===== config.mk =====
export PLATFORM = sky130hd
export DESIGN_NAME = gpio_altfn_ports
export DESIGN_NICKNAME = d
export VERILOG_FILES = /design/src/rtl/gpio_altfn_pkg.sv /design/src/rtl/gpio_regfile.sv /design/src/rtl/gpio_pin_sync.sv /design/src/rtl/gpio_pad_mux.sv /design/src/rtl/gpio_altfn_ports.sv
export SDC_FILE = /design/constraint.sdc
export NUM_CORES = 1
export LEC_CHECK = 0
export CORE_MARGIN = 2
export CORE_UTILIZATION = 38
export CTS_BUF_LIST = sky130_fd_sc_hd__clkbuf_4
export DETAILED_ROUTE_END_ITERATION = 8
export PLACE_DENSITY_LB_ADDON = 0.12
export SLEW_MARGIN = 40
export SYNTH_ARGS = -nofsm -noshare
export SYNTH_HDL_FRONTEND = slang
export SYNTH_SLANG_ARGS = --single-unit

===== constraint.sdc =====
create_clock -name clk -period 1.75 [get_ports clk]
set_clock_uncertainty 0.1 [all_clocks]
set_input_delay 0.175 -clock clk [delete_from_list [all_inputs] [get_ports clk]]
set_output_delay 0.175 -clock clk [all_outputs]
set_load 0.02 [all_outputs]

===== src/rtl/gpio_altfn_pkg.sv =====
package gpio_altfn_pkg;

    localparam int NPORT = 4;
    localparam int PW    = 16;
    localparam int NPIN  = NPORT * PW;
    localparam int AW    = 5;
    localparam int CFGW  = 16;
    localparam int PSELW = $clog2(NPORT);

    localparam logic [AW-1:0] OFS_CFG = 5'h08;
    localparam int PIN_SER_IN  = 58;
    localparam int PIN_SER_OUT = 59;

    typedef struct packed {
        logic             hit_lat;
        logic             hit_dir;
        logic             hit_cfg;
        logic             hit_pin;
        logic [PSELW-1:0] port;
    } regsel_t;

    function automatic regsel_t decode_ofs(logic [AW-1:0] a);
        regsel_t s;
        s.port    = a[PSELW-1:0];
        s.hit_lat = (a[AW-1:2] == 3'b000);
        s.hit_dir = (a[AW-1:2] == 3'b001);
        s.hit_cfg = (a == OFS_CFG);
        s.hit_pin = (a[AW-1:2] == 3'b100);
        return s;
    endfunction

    // Pins claimed by one configuration bit.
    function automatic logic [NPIN-1:0] group_pins(int g);
        logic [NPIN-1:0] m;
        m = '0;
        case (g)
            0: begin
                m[23:0]  = '1;
                m[36:33] = '1;
            end
            1: m[32:24] = '1;
            2, 3, 4, 5, 6: m[35+g] = 1'b1;
            7: begin
                m[45:42] = '1;
                m[55:48] = '1;
            end
            8:  m[56] = 1'b1;
            9:  m[57] = 1'b1;
            10: m[58] = 1'b1;
            11: m[59] = 1'b1;
            12: m[46] = 1'b1;
            13: m[47] = 1'b1;
            14: m[63] = 1'b1;
            default: m = '0;
        endcase
        return m;
    endfunction

    function automatic logic [NPIN-1:0] owned_pins(logic [CFGW-1:0] cfg, logic dbg);
        logic [NPIN-1:0] m;
        m = '0;
        for (int g = 0; g < CFGW; g++)
            if (cfg[g]) m = m | group_pins(g);
        if (dbg) begin
            m[PIN_SER_IN]  = 1'b1;
            m[PIN_SER_OUT] = 1'b1;
        end
        return m;
    endfunction

endpackage


===== src/rtl/gpio_regfile.sv =====
module gpio_regfile
    import gpio_altfn_pkg::*;
(
    input  logic            clk,
    input  logic            rst,
    input  logic [AW-1:0]   reg_addr,
    input  logic [PW-1:0]   reg_wdata,
    input  logic            reg_we,
    input  logic [NPIN-1:0] pin_sync,
    output logic [PW-1:0]   reg_rdata,
    output logic [NPIN-1:0] lat_flat,
    output logic [NPIN-1:0] dir_flat,
    output logic [CFGW-1:0] cfg_q
);
    logic [PW-1:0] lat_q [NPORT];
    logic [PW-1:0] dir_q [NPORT];
    regsel_t       sel;

    assign sel = decode_ofs(reg_addr);

    always_ff @(posedge clk) begin
        if (rst) begin
            for (int p = 0; p < NPORT; p++) begin
                lat_q[p] <= '0;
                dir_q[p] <= '0;
            end
            cfg_q <= '0;
        end else if (reg_we) begin
            if (sel.hit_lat) lat_q[sel.port] <= reg_wdata;
            if (sel.hit_dir) dir_q[sel.port] <= reg_wdata;
            if (sel.hit_cfg) cfg_q           <= reg_wdata;
        end
    end

    for (genvar p = 0; p < NPORT; p++) begin : g_flat
        assign lat_flat[p*PW +: PW] = lat_q[p];
        assign dir_flat[p*PW +: PW] = dir_q[p];
    end

    always_comb begin
        reg_rdata = '0;
        if (sel.hit_lat) reg_rdata = lat_q[sel.port];
        if (sel.hit_dir) reg_rdata = dir_q[sel.port];
        if (sel.hit_cfg) reg_rdata = cfg_q;
        if (sel.hit_pin) reg_rdata = pin_sync[sel.port*PW +: PW];
    end

    logic unmapped;
    assign unmapped = !(sel.hit_lat || sel.hit_dir || sel.hit_cfg || sel.hit_pin);


    rst_clear_chk: assert property (@(posedge clk)
        rst |=> (cfg_q == '0 && dir_flat == '0 && lat_flat == '0));


    dir_write_chk: assert property (@(posedge clk) disable iff (rst)
        (reg_we && sel.hit_dir) |=> dir_q[$past(sel.port)] == $past(reg_wdata));


    lat_write_chk: assert property (@(posedge clk) disable iff (rst)
        (reg_we && sel.hit_lat) |=> lat_q[$past(sel.port)] == $past(reg_wdata));


    unmapped_wr_chk: assert property (@(posedge clk) disable iff (rst)
        (reg_we && (unmapped || sel.hit_pin)) |=>
            ($stable(cfg_q) && $stable(lat_flat) && $stable(dir_flat)));


    unmapped_rd_chk: assert property (@(posedge clk) disable iff (rst)
        unmapped |-> reg_rdata == '0);

endmodule


===== src/rtl/gpio_pin_sync.sv =====
module gpio_pin_sync
    import gpio_altfn_pkg::*;
(
    input  logic            clk,
    input  logic            rst,
    input  logic [NPIN-1:0] pin_in,
    output logic [NPIN-1:0] pin_sync
);
    logic [NPIN-1:0] meta_q;

    for (genvar p = 0; p < NPORT; p++) begin : g_port
        always_ff @(posedge clk) begin
            if (rst) begin
                meta_q[p*PW +: PW]   <= '0;
                pin_sync[p*PW +: PW] <= '0;
            end else begin
                meta_q[p*PW +: PW]   <= pin_in[p*PW +: PW];
                pin_sync[p*PW +: PW] <= meta_q[p*PW +: PW];
            end
        end
    end


    sync_delay_chk: assert property (@(posedge clk) disable iff (rst)
        (!$past(rst) && !$past(rst, 2)) |-> pin_sync == $past(pin_in, 2));

endmodule


===== src/rtl/gpio_pad_mux.sv =====
module gpio_pad_mux
    import gpio_altfn_pkg::*;
(
    input  logic            clk,
    input  logic            rst,
    input  logic            dbg_mode,
    input  logic [CFGW-1:0] cfg_q,
    input  logic [NPIN-1:0] lat_flat,
    input  logic [NPIN-1:0] dir_flat,
    input  logic [NPIN-1:0] af_out,
    input  logic [NPIN-1:0] af_oe,
    output logic [NPIN-1:0] pin_out,
    output logic [NPIN-1:0] pin_oe
);
    logic [NPIN-1:0] owned;

    assign owned = owned_pins(cfg_q, dbg_mode);

    for (genvar p = 0; p < NPORT; p++) begin : g_port
        for (genvar b = 0; b < PW; b++) begin : g_bit
            localparam int I = p*PW + b;
            assign pin_oe[I]  = owned[I] ? af_oe[I]  : dir_flat[I];
            assign pin_out[I] = owned[I] ? af_out[I] : lat_flat[I];
        end
    end


    dbg_serial_chk: assert property (@(posedge clk) disable iff (rst)
        dbg_mode |-> (pin_oe[PIN_SER_IN]   == af_oe[PIN_SER_IN]   &&
                      pin_oe[PIN_SER_OUT]  == af_oe[PIN_SER_OUT]  &&
                      pin_out[PIN_SER_IN]  == af_out[PIN_SER_IN]  &&
                      pin_out[PIN_SER_OUT] == af_out[PIN_SER_OUT]));

endmodule


===== src/rtl/gpio_altfn_ports.sv =====
module gpio_altfn_ports
    import gpio_altfn_pkg::*;
(
    input  logic            clk,
    input  logic            rst,
    input  logic            dbg_mode,
    input  logic [AW-1:0]   reg_addr,
    input  logic [PW-1:0]   reg_wdata,
    input  logic            reg_we,
    output logic [PW-1:0]   reg_rdata,
    input  logic [NPIN-1:0] pin_in,
    input  logic [NPIN-1:0] af_out,
    input  logic [NPIN-1:0] af_oe,
    output logic [NPIN-1:0] pin_out,
    output logic [NPIN-1:0] pin_oe
);
    logic [NPIN-1:0] pin_sync;
    logic [NPIN-1:0] lat_flat;
    logic [NPIN-1:0] dir_flat;
    logic [CFGW-1:0] cfg_q;

    gpio_pin_sync u_sync (
        .clk      (clk),
        .rst      (rst),
        .pin_in   (pin_in),
        .pin_sync (pin_sync)
    );

    gpio_regfile u_regs (
        .clk       (clk),
        .rst       (rst),
        .reg_addr  (reg_addr),
        .reg_wdata (reg_wdata),
        .reg_we    (reg_we),
        .pin_sync  (pin_sync),
        .reg_rdata (reg_rdata),
        .lat_flat  (lat_flat),
        .dir_flat  (dir_flat),
        .cfg_q     (cfg_q)
    );

    gpio_pad_mux u_mux (
        .clk      (clk),
        .rst      (rst),
        .dbg_mode (dbg_mode),
        .cfg_q    (cfg_q),
        .lat_flat (lat_flat),
        .dir_flat (dir_flat),
        .af_out   (af_out),
        .af_oe    (af_oe),
        .pin_out  (pin_out),
        .pin_oe   (pin_oe)
    );


    gpio_drive_chk: assert property (@(posedge clk) disable iff (rst)
        (cfg_q == '0 && !dbg_mode) |-> (pin_oe == dir_flat && pin_out == lat_flat));


    ram_group_chk: assert property (@(posedge clk) disable iff (rst)
        cfg_q[0] |-> (pin_oe[23:0] == af_oe[23:0] && pin_out[36:33] == af_out[36:33]));

endmodule


==> results.yml <==
floorplan:
  die-area_mm2: 0.0338
  die_h_um: 184
  io_pins: 361
  core_area_mm2: 0.0317
  start_util: 0.388
  die_x_um: 184
  placementRows: 65
run_status:
  outcome: "complete, but fails checks"
  violations: "negative setup slack"
cells_and_area:
  final_common_cell: "clkdlybuf4s50_1"
  final_cell_mix: "clkdlybuf4s50_1 (204), buf_4 (182), buf_6 (164)"
  fill_cells: 2334
  drive_gt1_frac: 0.438
  nNetsFinal: 1861
  final_util: 0.676
  area_delta_synth_final_pct: 74.2
  stdcell_area_mm2: 0.0214
setup_path:
  critPathKind: "register to output pin"
  reg2regPathDepth: 5
  cp-start-kind: "register"
  regToRegSetupSlack_ns: 0.61
  required_ns: 1.47
  arrival_ns: 1.90
  path_max_fanout: 1
  end_kind: "output pin"
synth:
  synth-edff-count: 128
  syn_area_per_cell_um2: 12.8
  synth_seq_cells: 272
  async_flop_share: 0
  synth_fp_nets: 1182
  ys_warn_count: 0
  synthCells: 965
  synth_cell_types: 36
  synth_flop_cell: "dfxtp_1"
  seq_area_frac_synth: 0.547
  synthesis.area_mm2: 0.0123
hold_path:
  holdPathStages: 4
  hold_path_class: "input port to register"
global_routing:
  grt_first_pass_wirelength_mm: 61.6
  grtUsageTotal: 0.246
  overflow: 0
  grt_pass1_vias: 10366
  antenna_found_initial: 2
  grt_max_degree: 66
clock_tree:
  clockBufferDepth: 3
  clock_insertion_delay_worst_skew_ns: 0.64
  numCtsBuffers: 70
  root_buffer: "clkbuf_4"
  clk_pin_slew_worst_paths_ns: 0.06
  htreeDepth: 3
  cts_tree: "built"
  numClockSinks: 272
placed_design:
  dp_worst_setup_slack_ns: -1.22
  place_area_mm2: 0.0182
  gp_congestion: 0.911
  port_buffers: 354
  dp_hpwl_mm: 30.3
sta:
  report.final.slew_viol_count: 0
  tightestPinTransition_ns: 0.574
  fmax_mhz: 460
  rsz0062_at_grt: "yes"
  worst_slack_ns: -0.424
  final.min_clock_period_ns: 2.17
  timing.final.crit_share: 1.24
  hold_viol: 0
  setup_violations: 138
  slew_headroom: 0.617
routing:
  wl_per_cell_um: 20.6
  drt_iter0_markers: 697
  antenna_left: 0
  num_vias: 10351
  wl_mm: 43.2
  viasPerCell: 4.93
  drc_errors: 0
  drtPass1Iterations: 5
power_and_ir_drop:
  p_leak_nw: 8.76
  vdd_drop_max_mv: 0.480
  power_density_mw_per_mm2: 740
run:
  cap_violations: 0
[cell usage after synthesis (20+ instances only)]
cell type,n,share of area
buf_2,20,0.0081
dfxtp_1,144,0.23
nor2b_1,131,0.067
o22a_1,32,0.023
mux2_2,122,0.11
mux2i_1,64,0.052
clkbuf_1,40,0.012
and2_1,128,0.065
edfxtp_1,128,0.31
[per-layer routing]
layer	vias to the layer above	wire, µm	global-route usage	part of all wire
met5	-	0	0	0
met4	0	795	0.0701	0.018
met2	447	20800	0.414	0.48
met1	4955	18300	0.321	0.42
met3	54	3290	0.0493	0.076
li1	4895	-	-	-
[registers in the layout (all words and copies together), names as in the netlist]
register	cells
u_regs.lat_q	64
u_sync.meta_q	64
u_sync.pin_sync	64
u_regs.dir_q	64
u_regs.cfg_q	16
[report_power, final]
group | switching, W | internal, W | total, W
combinational | 0.00131 | 0.00180 | 0.00311
clock | 0.00252 | 0.00313 | 0.00565
sequential | 0.000144 | 0.00695 | 0.00710
[cell families (layout without fill, tap and decap cells)]
logic type | after synthesis | after routing | synth area share
simple gates | 301 | 302 | 0.160
flops | 272 | 272 | 0.547
mux | 202 | 202 | 0.193
compound gates | 105 | 105 | 0.0643
buf+inv | 85 | 815 | 0.0356
other cells | 0 | 2 | 0
[worst max-delay path, stage by stage, from the launching register on]
cell	delay (ns)
dfxtp_1	0.31
mux4_2	0.48
o32ai_2	0.12
buf_4	0.16
a31oi_4	0.04
buf_6	0.14
[final timing paths]
path	from	end
hold / removal	reg_addr[3]	u_regs.cfg_q[2]
setup reg to reg	u_regs.cfg_q[1]	u_regs.cfg_q[1]
setup / recovery	u_sync.pin_sync[63]	reg_rdata[15]
hold reg to reg	u_sync.meta_q[62]	u_sync.pin_sync[62]
[repair_timing]
item / CTS / global route
endpoints found under the setup margin: 144 / 139
cloned: 5 / 3
hold buffers: 65 / 0
gates resized for setup: 796 / 279
endpoints found under the hold margin: 67 / 0
pin swaps: 21 / 4
setup buffers: 37 / 23
[per-stage QoR]
step                      instances  hold WS [ns]  TNS (ns)  power, W
after floorplan                 965         0.203    -0.768   0.00831
after global placement         1861         0.323   -148.55   0.00993
after detailed placement       1861         0.320   -147.56   0.00995
after CTS                      2084       0.00811    -46.93    0.0158
after global routing           2100        0.0376    -47.22    0.0165
final                          2100        0.0646    -37.32    0.0159
[cell type report]
cell class                      count  area [µm²]  share of cell area
Clock inverter                     22         173             0.00806
Sequential cell                   272        6770               0.316
Clock buffer                      102         766              0.0357
Inverter                            2        7.51            0.000350
Timing Repair Buffer              689        7090               0.331
Multi-Input combinational cell    609        6120               0.286
Tap cell                          402         503              0.0235
Antenna cell                        2        5.00            0.000234
No activity file was read; power rests on OpenSTA's default activity.
